### config.mk
export PLATFORM = sky130hd
export DESIGN_NAME = rx_hold_queue
export DESIGN_NICKNAME = d
export VERILOG_FILES = /design/src/rtl/rxq_pkg.sv /design/src/rtl/rxq_store.sv /design/src/rtl/rxq_ctrl.sv /design/src/rtl/rx_hold_queue.sv
export SDC_FILE = /design/constraint.sdc
export NUM_CORES = 1
export LEC_CHECK = 0
export ABC_AREA = 1
export ABC_CLOCK_PERIOD_IN_PS = 2400
export CAP_MARGIN = 25
export CORE_MARGIN = 2
export CORE_UTILIZATION = 50
export DETAILED_ROUTE_END_ITERATION = 16
export PLACE_DENSITY_LB_ADDON = 0.3
export SLEW_MARGIN = 30
export SYNTH_ARGS = -nofsm -noshare
export SYNTH_HDL_FRONTEND = slang
export SYNTH_SLANG_ARGS = --single-unit
### constraint.sdc
create_clock -name clk -period 2.4 [get_ports clk]
set_input_delay 0.24 -clock clk [delete_from_list [all_inputs] [get_ports clk]]
set_output_delay 0.24 -clock clk [all_outputs]
set_load 0.01 [all_outputs]
### src/rtl/rxq_pkg.sv
package rxq_pkg;
    typedef enum logic [1:0] {
        Q_EMPTY = 2'd0,
        Q_PART  = 2'd1,
        Q_FULL  = 2'd2
    } q_state_e;
endpackage

### src/rtl/rxq_store.sv
module rxq_store #(
    parameter int DATA_W = 8,
    parameter int DEPTH  = 4,
    localparam int IDX_W = (DEPTH > 1) ? $clog2(DEPTH) : 1
) (
    input  logic              clk,
    input  logic              rst_n,
    input  logic              shift_en,
    input  logic              wr_en,
    input  logic [IDX_W-1:0]  wr_idx,
    input  logic [DATA_W-1:0] wr_data,
    output logic [DATA_W-1:0] head
);
    logic [DATA_W-1:0] slot_q [DEPTH];

    for (genvar i = 0; i < DEPTH; i++) begin : g_slot
        logic [DATA_W-1:0] slot_d;
        always_comb begin
            slot_d = slot_q[i];
            if (wr_en && wr_idx == IDX_W'(i)) begin
                slot_d = wr_data;
            end else if (shift_en) begin
                if (i < DEPTH - 1) slot_d = slot_q[(i < DEPTH - 1) ? i + 1 : i];
            end
        end
        always_ff @(posedge clk or negedge rst_n) begin
            if (!rst_n) slot_q[i] <= '0;
            else        slot_q[i] <= slot_d;
        end
    end

    assign head = slot_q[0];
endmodule

### src/rtl/rxq_ctrl.sv
module rxq_ctrl #(
    parameter int DEPTH  = 4,
    localparam int IDX_W = (DEPTH > 1) ? $clog2(DEPTH) : 1,
    localparam int CNT_W = $clog2(DEPTH + 1)
) (
    input  logic             clk,
    input  logic             rst_n,
    input  logic             rx_en,
    input  logic             push_valid,
    input  logic             brk_evt,
    input  logic             rd_stb,
    input  logic             rx_reset,
    input  logic             brk_clr,
    output logic             accept,
    output logic             ready,
    output logic             full,
    output logic             brk_flag,
    output logic             shift_en,
    output logic             wr_en,
    output logic [IDX_W-1:0] wr_idx
);
    import rxq_pkg::*;

    localparam logic [CNT_W-1:0] CNT_MAX = CNT_W'(DEPTH);

    q_state_e         state_q, state_d;
    logic [CNT_W-1:0] cnt_q, cnt_d, cnt_rd;
    logic             do_rd, do_push, full_after_rd, brk_q;

    // Datapath decisions: read is applied before push.
    always_comb begin
        do_rd         = rd_stb && (state_q != Q_EMPTY);
        cnt_rd        = do_rd ? cnt_q - CNT_W'(1) : cnt_q;
        do_push       = brk_evt || (push_valid && accept);
        full_after_rd = (cnt_rd == CNT_MAX);
        wr_idx        = full_after_rd ? IDX_W'(DEPTH - 1) : cnt_rd[IDX_W-1:0];
        wr_en         = do_push && !rx_reset;
        shift_en      = do_rd && (cnt_q > CNT_W'(1)) && !rx_reset;
        if (rx_reset)
            cnt_d = '0;
        else if (do_push && !full_after_rd)
            cnt_d = cnt_rd + CNT_W'(1);
        else
            cnt_d = cnt_rd;
    end

    // Next-state logic with named transitions.
    always_comb begin
        state_d = state_q;
        unique case (state_q)
            Q_EMPTY: begin
                if (!rx_reset && do_push)                // fill
                    state_d = (cnt_d == CNT_MAX) ? Q_FULL : Q_PART;
            end
            Q_PART: begin
                if (rx_reset || cnt_d == '0)             // flush / last-read
                    state_d = Q_EMPTY;
                else if (cnt_d == CNT_MAX)               // top-up
                    state_d = Q_FULL;
            end
            Q_FULL: begin
                if (rx_reset || cnt_d == '0)             // flush / last-read
                    state_d = Q_EMPTY;
                else if (cnt_d != CNT_MAX)               // drain
                    state_d = Q_PART;
                // otherwise break-overwrite keeps FULL
            end
            default: state_d = Q_EMPTY;
        endcase
    end

    // State register.
    always_ff @(posedge clk or negedge rst_n) begin
        if (!rst_n) begin
            state_q <= Q_EMPTY;
            cnt_q   <= '0;
            brk_q   <= 1'b0;
        end else begin
            state_q <= state_d;
            cnt_q   <= cnt_d;
            if (brk_evt)      brk_q <= 1'b1;
            else if (brk_clr) brk_q <= 1'b0;
        end
    end

    // Outputs.
    always_comb begin
        ready    = (state_q != Q_EMPTY);
        full     = (state_q == Q_FULL);
        accept   = rx_en && (state_q != Q_FULL) && !brk_evt;
        brk_flag = brk_q;
    end
endmodule

### src/rtl/rx_hold_queue.sv
module rx_hold_queue #(
    parameter int DATA_W = 8,
    parameter int DEPTH  = 4,
    localparam int IDX_W = (DEPTH > 1) ? $clog2(DEPTH) : 1
) (
    input  logic              clk,
    input  logic              rst_n,
    input  logic              rx_en,
    input  logic              push_valid,
    input  logic [DATA_W-1:0] push_data,
    input  logic              brk_evt,
    input  logic              rd_stb,
    input  logic              rx_reset,
    input  logic              brk_clr,
    output logic              accept,
    output logic [DATA_W-1:0] rd_data,
    output logic              ready,
    output logic              full,
    output logic              brk_flag
);
    logic             shift_en, wr_en;
    logic [IDX_W-1:0] wr_idx;
    logic [DATA_W-1:0] wr_data;

    // A break stores a zero byte.
    assign wr_data = brk_evt ? '0 : push_data;

    rxq_ctrl #(.DEPTH(DEPTH)) u_ctrl (
        .clk       (clk),
        .rst_n     (rst_n),
        .rx_en     (rx_en),
        .push_valid(push_valid),
        .brk_evt   (brk_evt),
        .rd_stb    (rd_stb),
        .rx_reset  (rx_reset),
        .brk_clr   (brk_clr),
        .accept    (accept),
        .ready     (ready),
        .full      (full),
        .brk_flag  (brk_flag),
        .shift_en  (shift_en),
        .wr_en     (wr_en),
        .wr_idx    (wr_idx)
    );

    rxq_store #(.DATA_W(DATA_W), .DEPTH(DEPTH)) u_store (
        .clk     (clk),
        .rst_n   (rst_n),
        .shift_en(shift_en),
        .wr_en   (wr_en),
        .wr_idx  (wr_idx),
        .wr_data (wr_data),
        .head    (rd_data)
    );
endmodule

* Word-level counts from Yosys, hierarchy flattened
Cells that the tools add are included.
** Word-level totals
- Flip-flop bits (word level) :: 38
- Input bits :: 16
- Output and inout port bits :: 12
- Logic and storage cells :: 68
** Operators by class
- $add $sub $neg :: 2
- Order comparisons :: 1
- Equal/unequal tests :: 12
- Mux-type cells :: 20
- Reduce and logical (&&, ||, !) cells :: 26
** Operator list (number)
- 8-bit two-way mux :: 7
- 2-bit two-way mux :: 7
- 1-bit logical AND :: 12
- 2-bit nonzero test :: 5
- 3-bit two-way mux :: 3
- 2-bit == test, second input constant :: 3
- 3-bit == test, second input constant :: 2
- 3-bit by 1-bit != test with 1-bit output, second input constant :: 2
- 2-bit one-hot mux with 3 select lines :: 1
- 2-bit by 1-bit == test with 1-bit output, second input constant :: 2
- 2-bit zero test :: 2
- 3-bit by 1-bit adder with 3-bit output, second input constant :: 1
- 3-bit by 1-bit greater-than comparator with 1-bit output, second input constant :: 1
- 1-bit zero test :: 3
- 3-bit zero test :: 1
- 3-bit != test, second input constant :: 1
- 3-bit AND reduction :: 1
- 3-bit by 1-bit subtractor with 3-bit output, second input constant :: 1
- 1-bit logical OR :: 2
- 1-bit two-way mux :: 2
- 2-bit by 1-bit != test with 1-bit output, second input constant :: 1
- 2-bit != test, second input constant :: 1

* Depth between registers and ports, before layout
- Depth in word-level cells :: 12
- Gate-level depth with buffers :: 17
- Mapped depth without buffers :: 17

* Cells and area by module
Synthesis repeated with hierarchy kept, for this count alone.
** Second synthesis, totals
- Cells, all modules :: 330
- Area total of the unflattened synthesis :: 2442.3 um^2
** By module, submodules not included
- rxq_store :: times used 1, cells each 230, area each 1762.9 um^2, sequential area each 800.8 um^2
- rxq_ctrl :: times used 1, cells each 83, area each 608.1 um^2, sequential area each 150.1 um^2
- rx_hold_queue :: times used 1, cells each 17, area each 71.3 um^2, sequential area each 0.0 um^2

* Worst setup path before layout
No wires, ideal clock.
- Path type :: flip-flop to flip-flop
- Start point :: register u_ctrl.cnt_q[0]
- End point :: register u_ctrl.state_q[0]
- Library setup time :: 117 ps
- Arrival :: 1920 ps
- Required time :: 2283 ps
- Setup slack :: 363 ps
- Cell stages (with the launch flop) :: 16
- Buffers on the path :: 0
- Period minus slack after synthesis :: 2037 ps
- Path through :: dfrtp_1 > inv_1 > ha_1 > o21ai_4 > inv_2 > ha_1 > nand3_4 > nand2_2 > nand2_1 > nand3_2 > nand2_2 > inv_2 > nand2_2 > nand3_2 > nand3_1 > nand2_1
** Between the ends
- Longest elaborated chain between the ends :: 11
- Elaborated cells between the ends (all ways) :: 20
- Classes of those cells :: 2 x add/sub; 5 x eq/ne; 8 x mux; 5 x reduce/logical
** Ends and longest elaborated chain
- start, declared :: line rxq_ctrl.sv:27 : logic [CNT_W-1:0] cnt_q, cnt_d, cnt_rd;
- start signal, assigned :: line rxq_ctrl.sv:80 : cnt_q <= cnt_d;
- 3-bit by 1-bit subtractor with 3-bit output :: line rxq_ctrl.sv:33 : cnt_rd = do_rd ? cnt_q - CNT_W'(1) : cnt_q;
- 3-bit two-way mux (*) :: line rxq_ctrl.sv:33
- branches (longest 3 deep; another with 3-bit by 1-bit adder with 3-bit output)
- 3-bit two-way mux (*) :: line rxq_ctrl.sv:41 : else if (do_push && !full_after_rd)
- 3-bit two-way mux (*) :: line rxq_ctrl.sv:39 : if (rx_reset)
- 3-bit == test / 3-bit zero test (equally long branches)
- 2-bit two-way mux / 1-bit logical OR (equally long branches) :: line rxq_ctrl.sv:53, rxq_ctrl.sv:56, rxq_ctrl.sv:62
- 2-bit two-way mux (tied with other cells) :: line rxq_ctrl.sv:52 : if (!rx_reset && do_push)
- 2-bit one-hot mux with 3 select lines / 3-bit AND reduction (equally long branches)
- end signal, assigned :: line rxq_ctrl.sv:79 : state_q <= state_d;
- end, declared :: line rxq_ctrl.sv:26 : q_state_e state_q, state_d;
Every way passes the cells marked *. The select of a mux whose other input is x is not followed.
A chain may end at the register's enable or synchronous reset.

* Worst setup path after layout
Same ends and word-level chain as after synthesis.

==> metrics.yaml <==
status:
  outcome: "completed"
global_route:
  antenna_found_initial: 0
  grt_pass1_vias: 1458
  grt_max_degree: 39
  overflow: 0
  grt_use_total_pct: 19.6
  grt_first_pass_wirelength_mm: 6.94
cts:
  cts-buffers-inserted: 5
  cts_tree: "yes"
  cts.path.max_buffers: 2
  clock_latency_ps: 290
  root_buffer: "clkbuf_8"
  path_clk_slew_ps: 70
  cts_max_level: 2
  clock-sinks: 38
setup_path:
  worstPathRequired_ps: 2580
  rrSetupSlack_ps: 180
  reg2reg_to: "u_ctrl.state_q[0]$_DFFE_PN0P_"
  worstPathArrival_ps: 2400
  crit_path_start: "u_ctrl.cnt_q[0]$_DFF_PN0_"
  cp_max_fo: 6
  cp-end-kind: "flip-flop"
  cp-endpoint: "u_ctrl.state_q[0]$_DFFE_PN0P_"
  worstSetupPathType: "flip-flop to flip-flop"
  reg2reg_from: "u_ctrl.cnt_q[0]$_DFF_PN0_"
  setup.worst_path.start_class: "flip-flop"
  r2r_cells: 13
logic_synthesis:
  synth_edf_count: 0
  post_synth.cell_area_avg_um2: 9.06
  yosys_warnings: 0
  synth-seq-area-share_pct: 45.0
  syn_area_mm2: 0.00211
  synthTopCellsByArea: "dfrtp_1, nand3_1, o211ai_1, nand2_1, ha_1"
  synthFlopType: "dfrtp_1"
  synth_top_area_share_pct: 45.0
  syn_inst: 233
  synthArstFlopShare_pct: 100
  post-synth-top-area-cell: "dfrtp_1"
  ys_types: 27
  synth-seq-cells: 38
  syn_nets: 255
sta:
  slew_viol_final: 0
  rsz0062_at_grt: "no"
  worstMarginPinSlew_ps: 840
  fin_crit_sh_pct: 92.3
  tns_ps: 0
  fin_crit_ps: 2220
  setup_viol: 0
  fmax_ghz: 0.451
  clock_skew_ps: 2.94
  max_slew_margin_pct: 44.0
  hold_violations: 0
finish:
  multi_input_area_um2: 972
  areaGrowthSynthToFinish_pct: 16.3
  drive_above_1_share_pct: 17.8
  num-nets-final: 274
  diodes: 0
  regArea_um2: 951
  num-fill-cells: 355
routing:
  drtPass1Iterations: 4
  wire_per_inst_um: 13.3
  via_count: 1650
  drc_errors: 0
  wirelength_mm: 4.04
  drt_iter0_markers: 152
  ant_nets: 0
  vias_per_cell: 5.45
floorplan:
  die_area_mm2: 0.00476
  placementRows: 23
  die_w_um: 69.0
  start_util_pct: 52.4
  num_io_pins: 28
  die-height_um: 69.0
  coreArea_mm2: 0.00403
power:
  power_frac_comb_pct: 47.6
  p_leak_nw: 1.07
  p_per_area_mw_per_mm2: 1190
  p_total_mw: 2.93
  peakVddDrop_uv: 556
  p_seq_share_pct: 36.8
  power_switching_share_pct: 40.3
  p_switching_mw: 1.18
  intPower_mw: 1.75
  pwr-share-clk_pct: 15.6
hold_path:
  hp-class: "input port to asynchronous set/reset pin"
placement:
  portBuffers: 27
  finalWeightedCongestion: 0.862
  dp_hpwl_mm: 2.82
run:
  cap_violations: 0
## per-layer routing
| metal | GRT usage (%) | up-vias | wire length (µm) |
|---|---|---|---|
| met5 | 0 | - | 0 |
| li1 | - | 844 | - |
| met4 | 5.88 | 0 | 52 |
| met2 | 28.2 | 42 | 1730 |
| met1 | 29.1 | 760 | 2050 |
| met3 | 4.55 | 4 | 203 |
## power by group through the flow
stage	Clock (mW)	Sequential, mW	Combinational (mW)
after detailed placement	0	1.09	1.36
final	0.459	1.08	1.40
after global routing	0.493	1.11	1.57
after global placement	0	1.08	1.33
after floorplan	0	1.06	1.11
after CTS	0.467	1.08	1.37
## through the flow
stage / instances / worst slack, ps / hold slack (ps) / cell area [µm²] / util (%)
global route: 303 / 37.1 / 113 / 2460 / 61.0
detailed placement: 293 / 42.0 / 388 / 2340 / 58.1
CTS: 301 / 132 / 73.7 / 2440 / 60.5
global placement: 293 / 144 / 380 / 2340 / 58.1
floorplan: 233 / 363 / -55.6 / 2110 / -
finish: 303 / 184 / 50.1 / 2460 / 61.0
## synth_stat cells, types with 2 or more instances
cell and number:
nand3_1 55, dfrtp_1 38, o211ai_1 24, nand2_1 21
nor2_1 14, inv_1 12, buf_4 9, a21oi_1 8
nand2_2 8, inv_2 7, buf_2 6, ha_1 6
nand3_2 5, clkbuf_1 4, a21oi_2 2, nand2_4 2
o21ai_1 2
## worst max-delay path, cell delays in order, from the launching register on
cell,delay (ps)
dfrtp_1,390
inv_1,80
ha_1,330
o21ai_4,160
inv_2,90
ha_1,240
nand3_4,160
nand3_1,110
nand2_1,80
nand3_2,100
o21ai_2,170
nand2_1,70
nand3_1,80
nand2_1,50
## cell usage in the layout, fill, tap and decap left out, drive strengths merged
cell type,netlist,layout
inv,19,19
o21ai,5,5
ha,6,6
nand3,61,61
nand4,2,2
dfrtp,38,38
nor3,1,1
nand2,31,31
o2111ai,1,1
a21oi,11,11
buf,15,5
o211ai,24,24
nor2,14,14
clkinv,1,2
clkdlybuf4s50,0,26
clkbuf,4,6
clkinvlp,0,1
## kinds of logic after synthesis
kind of cell | share of synthesized area (%)
simple gates | 28.0
buf+inv | 9.12
compound gates | 14.3
fa+ha+maj | 3.55
flops | 45.0
## area by class of cell
| cell class | instances | share of cell area (%) |
|---|---|---|
| clock buffer | 6 | 3.36 |
| clock inverter | 2 | 0.509 |
| inverter | 20 | 3.26 |
| multi-input combinational | 156 | 39.6 |
| sequential | 38 | 38.7 |
| tap | 50 | 2.55 |
| timing repair buffer | 31 | 12.0 |
## timing repair
item | in CTS | in global routing
setup buffers | 0 | 2
setup endpoints to repair | 0 | 1
hold buffers | 0 | 0
resized for setup | 0 | 1
## worst min-delay path by stage
stage / end / from / slack, ps
2_1_floorplan: u_ctrl.brk_flag$_DFFE_PN0P_ / rst_n / -60
3_3_place_gp: u_ctrl.cnt_q[2]$_DFF_PN0_ / rst_n / 380
3_5_place_dp: u_ctrl.cnt_q[2]$_DFF_PN0_ / rst_n / 390
4_1_cts: u_ctrl.cnt_q[2]$_DFF_PN0_ / rst_n / 70
5_1_grt: u_ctrl.cnt_q[2]$_DFF_PN0_ / rst_n / 110
6_report: u_ctrl.state_q[1]$_DFFE_PN0P_ / rst_n / 50
## registers in the layout, summed over array words and instances (netlist names)
register / count
u_store.head: 8
u_ctrl.state_q: 2
u_ctrl.brk_flag: 1
u_store.slot_q: 24
u_ctrl.cnt_q: 3
Note: power is estimated with default switching activity, not from simulation.
